<file path="src/rtl/pairchk_pkg.sv">
package pairchk_pkg;

    localparam int CLS_W = 4;

    typedef enum logic [CLS_W-1:0] {
        CLS_IALU   = 4'd0,
        CLS_SHIFT  = 4'd1,
        CLS_LOAD   = 4'd2,
        CLS_STORE  = 4'd3,
        CLS_FLOAD  = 4'd4,
        CLS_FSTORE = 4'd5,
        CLS_MULDIV = 4'd6,
        CLS_HILO   = 4'd7,
        CLS_BRANCH = 4'd8,
        CLS_FADD   = 4'd9,
        CLS_FMUL   = 4'd10,
        CLS_FDIV   = 4'd11,
        CLS_FXFER  = 4'd12,
        CLS_CMOV   = 4'd13,
        CLS_SOLO   = 4'd14,
        CLS_RSVD   = 4'd15
    } op_class_e;

    // Resources one instruction claims in its issue cycle
    typedef struct packed {
        logic solo;    // takes both issue slots
        logic pipe_a;  // needs pipe A
        logic pipe_b;  // needs pipe B
        logic flex;    // needs an adder in either pipe
        logic cache;   // needs the cache port
        logic fpu;     // needs the FP front end
        logic mdu;     // blocked by mdu_busy
        logic fdiv;    // blocked by fdiv_busy
        logic branch;  // ends the issue group
        logic st;      // integer store
        logic fst;     // FP store
    } op_need_t;

endpackage

</file>
<file path="src/rtl/pairchk_decode.sv">
module pairchk_decode
    import pairchk_pkg::*;
(
    input  logic [CLS_W-1:0] cls,
    output op_need_t         need
);
    always_comb begin
        need = '0;
        unique case (op_class_e'(cls))
            CLS_IALU:   need.flex = 1'b1;
            CLS_SHIFT:  need.pipe_a = 1'b1;
            CLS_LOAD,
            CLS_FLOAD:  begin need.pipe_a = 1'b1; need.cache = 1'b1; end
            CLS_STORE:  begin need.pipe_a = 1'b1; need.cache = 1'b1; need.st = 1'b1; end
            CLS_FSTORE: begin need.pipe_a = 1'b1; need.cache = 1'b1; need.fst = 1'b1; end
            CLS_MULDIV,
            CLS_HILO:   begin need.pipe_b = 1'b1; need.mdu = 1'b1; end
            CLS_BRANCH: begin need.pipe_b = 1'b1; need.branch = 1'b1; end
            CLS_FADD,
            CLS_FMUL:   need.fpu = 1'b1;
            CLS_FDIV:   begin need.fpu = 1'b1; need.fdiv = 1'b1; end
            CLS_FXFER:  need.pipe_a = 1'b1;
            default:    need.solo = 1'b1;
        endcase
    end
endmodule

</file>
<file path="src/rtl/pairchk_port_hold.sv">
module pairchk_port_hold #(
    parameter int ST_HOLD  = 1,
    parameter int FST_HOLD = 2
) (
    input  logic clk,
    input  logic rst,
    input  logic st_issue,
    input  logic fst_issue,
    output logic port_busy
);
    localparam int MAX_HOLD = (ST_HOLD > FST_HOLD) ? ST_HOLD : FST_HOLD;
    localparam int CNT_W    = (MAX_HOLD < 2) ? 1 : $clog2(MAX_HOLD + 1);

    typedef struct packed {
        logic [CNT_W-1:0] cnt;
    } hold_t;

    hold_t hold_d, hold_q;

    always_comb begin
        hold_d = hold_q;
        if (fst_issue) begin
            hold_d.cnt = CNT_W'(FST_HOLD);
        end else if (st_issue) begin
            hold_d.cnt = CNT_W'(ST_HOLD);
        end else if (hold_q.cnt != '0) begin
            hold_d.cnt = hold_q.cnt - 1'b1;
        end
    end

    always_ff @(posedge clk) begin
        if (rst) begin
            hold_q <= '0;
        end else begin
            hold_q <= hold_d;
        end
    end

    assign port_busy = (hold_q.cnt != '0);
endmodule

</file>
<file path="src/rtl/pairchk_arbiter.sv">
module pairchk_arbiter
    import pairchk_pkg::*;
(
    input  op_need_t need0,
    input  op_need_t need1,
    input  logic     valid0,
    input  logic     valid1,
    input  logic     mdu_busy,
    input  logic     fdiv_busy,
    input  logic     port_busy,
    output logic     issue0,
    output logic     issue1
);
    logic       ok0, ok1, fit;
    logic [1:0] cnt_a, cnt_b, cnt_f;

    always_comb begin
        ok0 = valid0 && !(need0.mdu && mdu_busy) && !(need0.fdiv && fdiv_busy)
                     && !(need0.cache && port_busy);
        ok1 = valid1 && !(need1.mdu && mdu_busy) && !(need1.fdiv && fdiv_busy)
                     && !(need1.cache && port_busy);
        cnt_a = 2'(need0.pipe_a) + 2'(need1.pipe_a);
        cnt_b = 2'(need0.pipe_b) + 2'(need1.pipe_b);
        cnt_f = 2'(need0.flex) + 2'(need1.flex);
        fit = (cnt_a <= 2'd1) && (cnt_b <= 2'd1)
           && ((3'(cnt_a) + 3'(cnt_b) + 3'(cnt_f)) <= 3'd2)
           && !(need0.cache && need1.cache)
           && !(need0.fpu && need1.fpu);
        issue0 = ok0;
        issue1 = ok0 && ok1 && fit && !need0.solo && !need1.solo && !need0.branch;
    end
endmodule

</file>
<file path="src/rtl/pair_issue_gate.sv">
module pair_issue_gate
    import pairchk_pkg::*;
#(
    parameter int ST_HOLD  = 1,
    parameter int FST_HOLD = 2
) (
    input  logic             clk,
    input  logic             rst,
    input  logic             slot0_valid,
    input  logic [CLS_W-1:0] slot0_cls,
    input  logic             slot1_valid,
    input  logic [CLS_W-1:0] slot1_cls,
    input  logic             mdu_busy,
    input  logic             fdiv_busy,
    output logic             slot0_issue,
    output logic             slot1_issue
);
    localparam int N_SLOT = 2;

    logic [CLS_W-1:0] cls   [N_SLOT];
    op_need_t         need  [N_SLOT];
    logic             issue [N_SLOT];
    logic             port_busy, st_issue, fst_issue;

    assign cls[0] = slot0_cls;
    assign cls[1] = slot1_cls;

    for (genvar s = 0; s < N_SLOT; s++) begin : g_dec
        pairchk_decode u_dec (.cls(cls[s]), .need(need[s]));
    end

    pairchk_arbiter u_arb (
        .need0     (need[0]),
        .need1     (need[1]),
        .valid0    (slot0_valid),
        .valid1    (slot1_valid),
        .mdu_busy  (mdu_busy),
        .fdiv_busy (fdiv_busy),
        .port_busy (port_busy),
        .issue0    (issue[0]),
        .issue1    (issue[1])
    );

    always_comb begin
        st_issue  = 1'b0;
        fst_issue = 1'b0;
        for (int s = 0; s < N_SLOT; s++) begin
            st_issue  = st_issue  | (issue[s] & need[s].st);
            fst_issue = fst_issue | (issue[s] & need[s].fst);
        end
    end

    pairchk_port_hold #(.ST_HOLD(ST_HOLD), .FST_HOLD(FST_HOLD)) u_hold (
        .clk       (clk),
        .rst       (rst),
        .st_issue  (st_issue),
        .fst_issue (fst_issue),
        .port_busy (port_busy)
    );

    assign slot0_issue = issue[0];
    assign slot1_issue = issue[1];
endmodule

</file>
<file path="config.mk">
export PLATFORM = sky130hd
export DESIGN_NAME = pair_issue_gate
export DESIGN_NICKNAME = d
export VERILOG_FILES = /design/src/rtl/pairchk_pkg.sv /design/src/rtl/pairchk_decode.sv /design/src/rtl/pairchk_port_hold.sv /design/src/rtl/pairchk_arbiter.sv /design/src/rtl/pair_issue_gate.sv
export SDC_FILE = /design/constraint.sdc
export NUM_CORES = 1
export LEC_CHECK = 0
export BUFFER_PORTS_ARGS = -buffer_cell sky130_fd_sc_hd__clkbuf_2
export CAP_MARGIN = 25
export CORE_ASPECT_RATIO = 1.5
export CORE_MARGIN = 3
export CORE_UTILIZATION = 29
export DETAILED_ROUTE_END_ITERATION = 10
export GPL_ROUTABILITY_DRIVEN = 0
export SYNTH_ARGS = -nofsm -noshare
export SYNTH_HDL_FRONTEND = slang
export SYNTH_SLANG_ARGS = --single-unit
</file>
<file path="constraint.sdc">
create_clock -name clk -period 5.45 [get_ports clk]
set_clock_uncertainty 0.1 [all_clocks]
set_input_delay 0.8175 -clock clk [delete_from_list [all_inputs] [get_ports clk]]
set_output_delay 0.8175 -clock clk [all_outputs]
set_load 0.1 [all_outputs]
</file>
==> results by group <==
Yosys
  • Mapped Avg Cell Area: 7.43 um^2
  • Yosys reg bits: 2
  • Synthesized Nets: 99
  • Register area share after synthesis: 0.0700
  • Unique masters post-synth: 31
  • Cell area after synthesis: 572 um^2
  • Mapped Cells: 77
  • Number of warnings issued by yosys: 0

Timing
  • Worst-Margin Slew: about 0.54 ns
  • Fmax: 203 MHz
  • RSZ-0062 raised after global routing: no
  • Setup TNS: 0 ns
  • Worst slew margin: 0.642
  • Setup-failing EPs final: 0
  • Final hold vios: 0
  • Period utilization: 0.905
  • Fin. max-slew vios: 0
  • Final min period: between 4 and 5 ns

CTS
  • CTS tree: yes
  • Clk_lat worst skew: 0.24 ns
  • Root Buffer: clkbuf_4
  • CTS Buf Count: 3
  • Clock tree buffer depth: 2
  • H-tree depth: 1
  • CTS clock-pin slew for the worst setup and hold paths: 0.03 ns
  • CTS Hold Bufs: 0
  • Post-CTS sizing: 0
  • Post CTS Setup Buffer Count: 0
  • CTS sink count: 2

Placed design
  • Placed instance area: 669 um^2
  • IO buf count: 15
  • DP Wirelength: 1.13 mm
  • Placed Cells incl. Taps: between 100 and 150

Run
  • Max Cap Viol: 0

Detailed routing
  • Final wirelength: 1.37 mm
  • Post-route ant nets: 0
  • Detailed Routing Iterations Pass 1: 2
  • Post-route DRC: 0
  • Routed vias: 590
  • Vias per cell: 5.27
  • Wire per inst: 12.2 um
  • DRT iter0 DRCs: 8

Cells and area
  • Non-Filler Instances: 112
  • Biggest register: u_hold.hold_q
  • Share of cells above drive strength 1: 0.264
  • Top Registers: u_hold.hold_q (2)
  • Ant diodes: 0
  • Final net count: 115
  • Synth-to-layout area growth: 21.0%
  • Finished Cell Area: approximately 700 um^2
  • Max reg flops: 2
  • Fill cell count: 221

Worst setup path
  • Critical path arrival: 4.01 ns
  • R2R Setup Slk: 3.67 ns
  • Critical Path RT: 4.53 ns
  • Crit path kind: in2out
  • Worst-path maximum fanout: 11
  • CP startpoint kind: input pin
  • Worst setup path end: slot1_issue
  • Crit path launch: slot0_cls[1]
  • Worst reg-to-reg path cell count: 8
  • Reg-to-reg endpoint: u_hold.hold_q[0]
  • Critical path capture point type: primary output
  • Worst R2R Start: u_hold.hold_q[0]

Power and ir drop
  • Switching power: 0.0671 mW
  • PwrDens: 212 nW/um^2
  • Sequential power share: 0.155
  • Internal: just under 0.08 mW
  • Comb pwr share: 0.599
  • Clock power frac: 0.246
  • Leak pwr: approximately 0.32 nW
  • Maximum vdd drop: between 0.05 and 0.06 mV
  • Power Total: roughly 0.15 mW
  • Switching portion of total power: 0.458

Die
  • Die X: 42.3 um
  • DIE AREA: 2550 um^2
  • Starting Density: 0.308
  • Die Y-Extent: 60.4 um
  • IO Count: 16
  • Core area: 1850 um^2
  • Row count: 19

GRT
  • Largest net degree at the start of global routing: 14
  • Vias in the first global route: ~610
  • Tot GR Track Use: 0.129
  • First-pass GRT wire length: 2.53 mm
  • GRT overflow: 0
  • Antenna violations before repair: 0

Hold path
  • Hold_sp: u_hold.hold_q[1]
  • Hold path depth: 4
  • Hold Path Class: reg2reg

Outcome
  • Outcome: completed
-- power groups by stage --
stage	Clock, mW	Sequential [mW]	Combinational [mW]
after global placement	0	0.0231	0.0875
after detailed placement	0	0.0233	0.0892
after global routing	0.0379	0.0235	0.101
after CTS	0.0373	0.0231	0.0895
final	0.0360	0.0227	0.0878
after floorplan	0	0.0220	0.0700
-- Yosys cell counts (all sizes together) --
cell type	count	area (um^2)
a21o	2	15.0
nand2b	2	12.5
and3b	1	8.76
a211oi	2	15.0
a22o	1	8.76
nor3	1	10.0
a21oi	2	13.8
clkbuf	1	3.75
dfxtp	2	40.0
fa	2	40.0
buf	3	15.0
o211ai	2	15.0
or4b	1	13.8
inv	7	26.3
xnor2	2	17.5
nor4b	1	8.76
nand3	3	15.0
nor2b	2	12.5
nand2	9	33.8
and4	2	22.5
nand3b	2	15.0
o211a	1	10.0
or4	1	7.51
nor2	5	18.8
nor4bb	2	20.0
a32o	1	10.0
ha	6	75.1
xor2	2	17.5
o21ai	8	40.0
and4b	1	10.0
-- cell usage in the layout (no fill, tap or decap), types with 2 or more instances in the layout --
master	n
clkbuf_2	14
nand2_1	9
o21ai_0	8
inv_1	7
ha_1	6
nor2_1	5
nand3_1	3
clkbuf_4	3
nand3b_1	2
nor2b_1	2
o211ai_1	2
xor2_1	2
and4_4	2
xnor2_1	2
a21o_1	2
nand2b_1	2
nor4bb_1	2
fa_1	2
dfxtp_1	2
-- through the flow --
| stage | setup WS, ns | utilization | hold WS, ns |
|---|---|---|---|
| 2_1_floorplan | 0.342 | - | 0.447 |
| 3_3_place_gp | 0.534 | 0.361 | 0.508 |
| 3_5_place_dp | 0.470 | 0.361 | 0.518 |
| 4_1_cts | 0.467 | 0.373 | 0.523 |
| 5_1_grt | 0.261 | 0.373 | 0.570 |
| 6_report | 0.519 | 0.373 | 0.508 |
-- worst max-delay path, stage by stage --
cell and delay, ns:
clkbuf_2 0.16, nor2_1 0.15, nor2_1 0.05, o211a_1 0.23, ha_1 0.28, inv_1 0.05
fa_1 0.47, inv_1 0.07, ha_1 0.13, inv_1 0.04, fa_1 0.46, nand2b_1 0.09
nand3_1 0.09, nor3_2 0.25, nand2_1 0.13, a211oi_4 0.21, buf_4 0.32
-- cell families (layout without fill, tap and decap cells) --
logic type,after synthesis,in the layout,share of synthesized area
adders and majority gates,8,8,0.201
xor gates and xnor gates,4,4,0.0613
buffers and inverters,11,25,0.0788
and+or+nand+nor,33,33,0.365
AOI/OAI and AO/OA,19,19,0.223
DFF,2,2,0.0700
-- area by class of cell --
| class | instances | area (um^2) | area share |
|---|---|---|---|
| Multi-Input combinational cell | 64 | 499 | 0.722 |
| Timing Repair Buffer | 15 | 77.6 | 0.112 |
| Sequential cell | 2 | 40.0 | 0.0579 |
| Inverter | 7 | 26.3 | 0.0380 |
| Tap cell | 21 | 26.3 | 0.0380 |
| Clock buffer | 3 | 22.5 | 0.0325 |
-- per-layer routing --
layer  GRT usage  vias up  share of wire
met1       0.143      272           0.40
met3      0.0119        2          0.034
met5           0        -              0
met2       0.237       12           0.55
li1            -      304              -
met4      0.0800        0          0.020
-- worst min path at each step --
stage                       end  slack [ns]
6_report       u_hold.hold_q[1]        0.51
5_1_grt        u_hold.hold_q[1]        0.57
4_1_cts        u_hold.hold_q[1]        0.52
3_5_place_dp   u_hold.hold_q[1]        0.52
3_3_place_gp   u_hold.hold_q[1]        0.51
2_1_floorplan  u_hold.hold_q[1]        0.45
(Power assumes the default switching activity.)
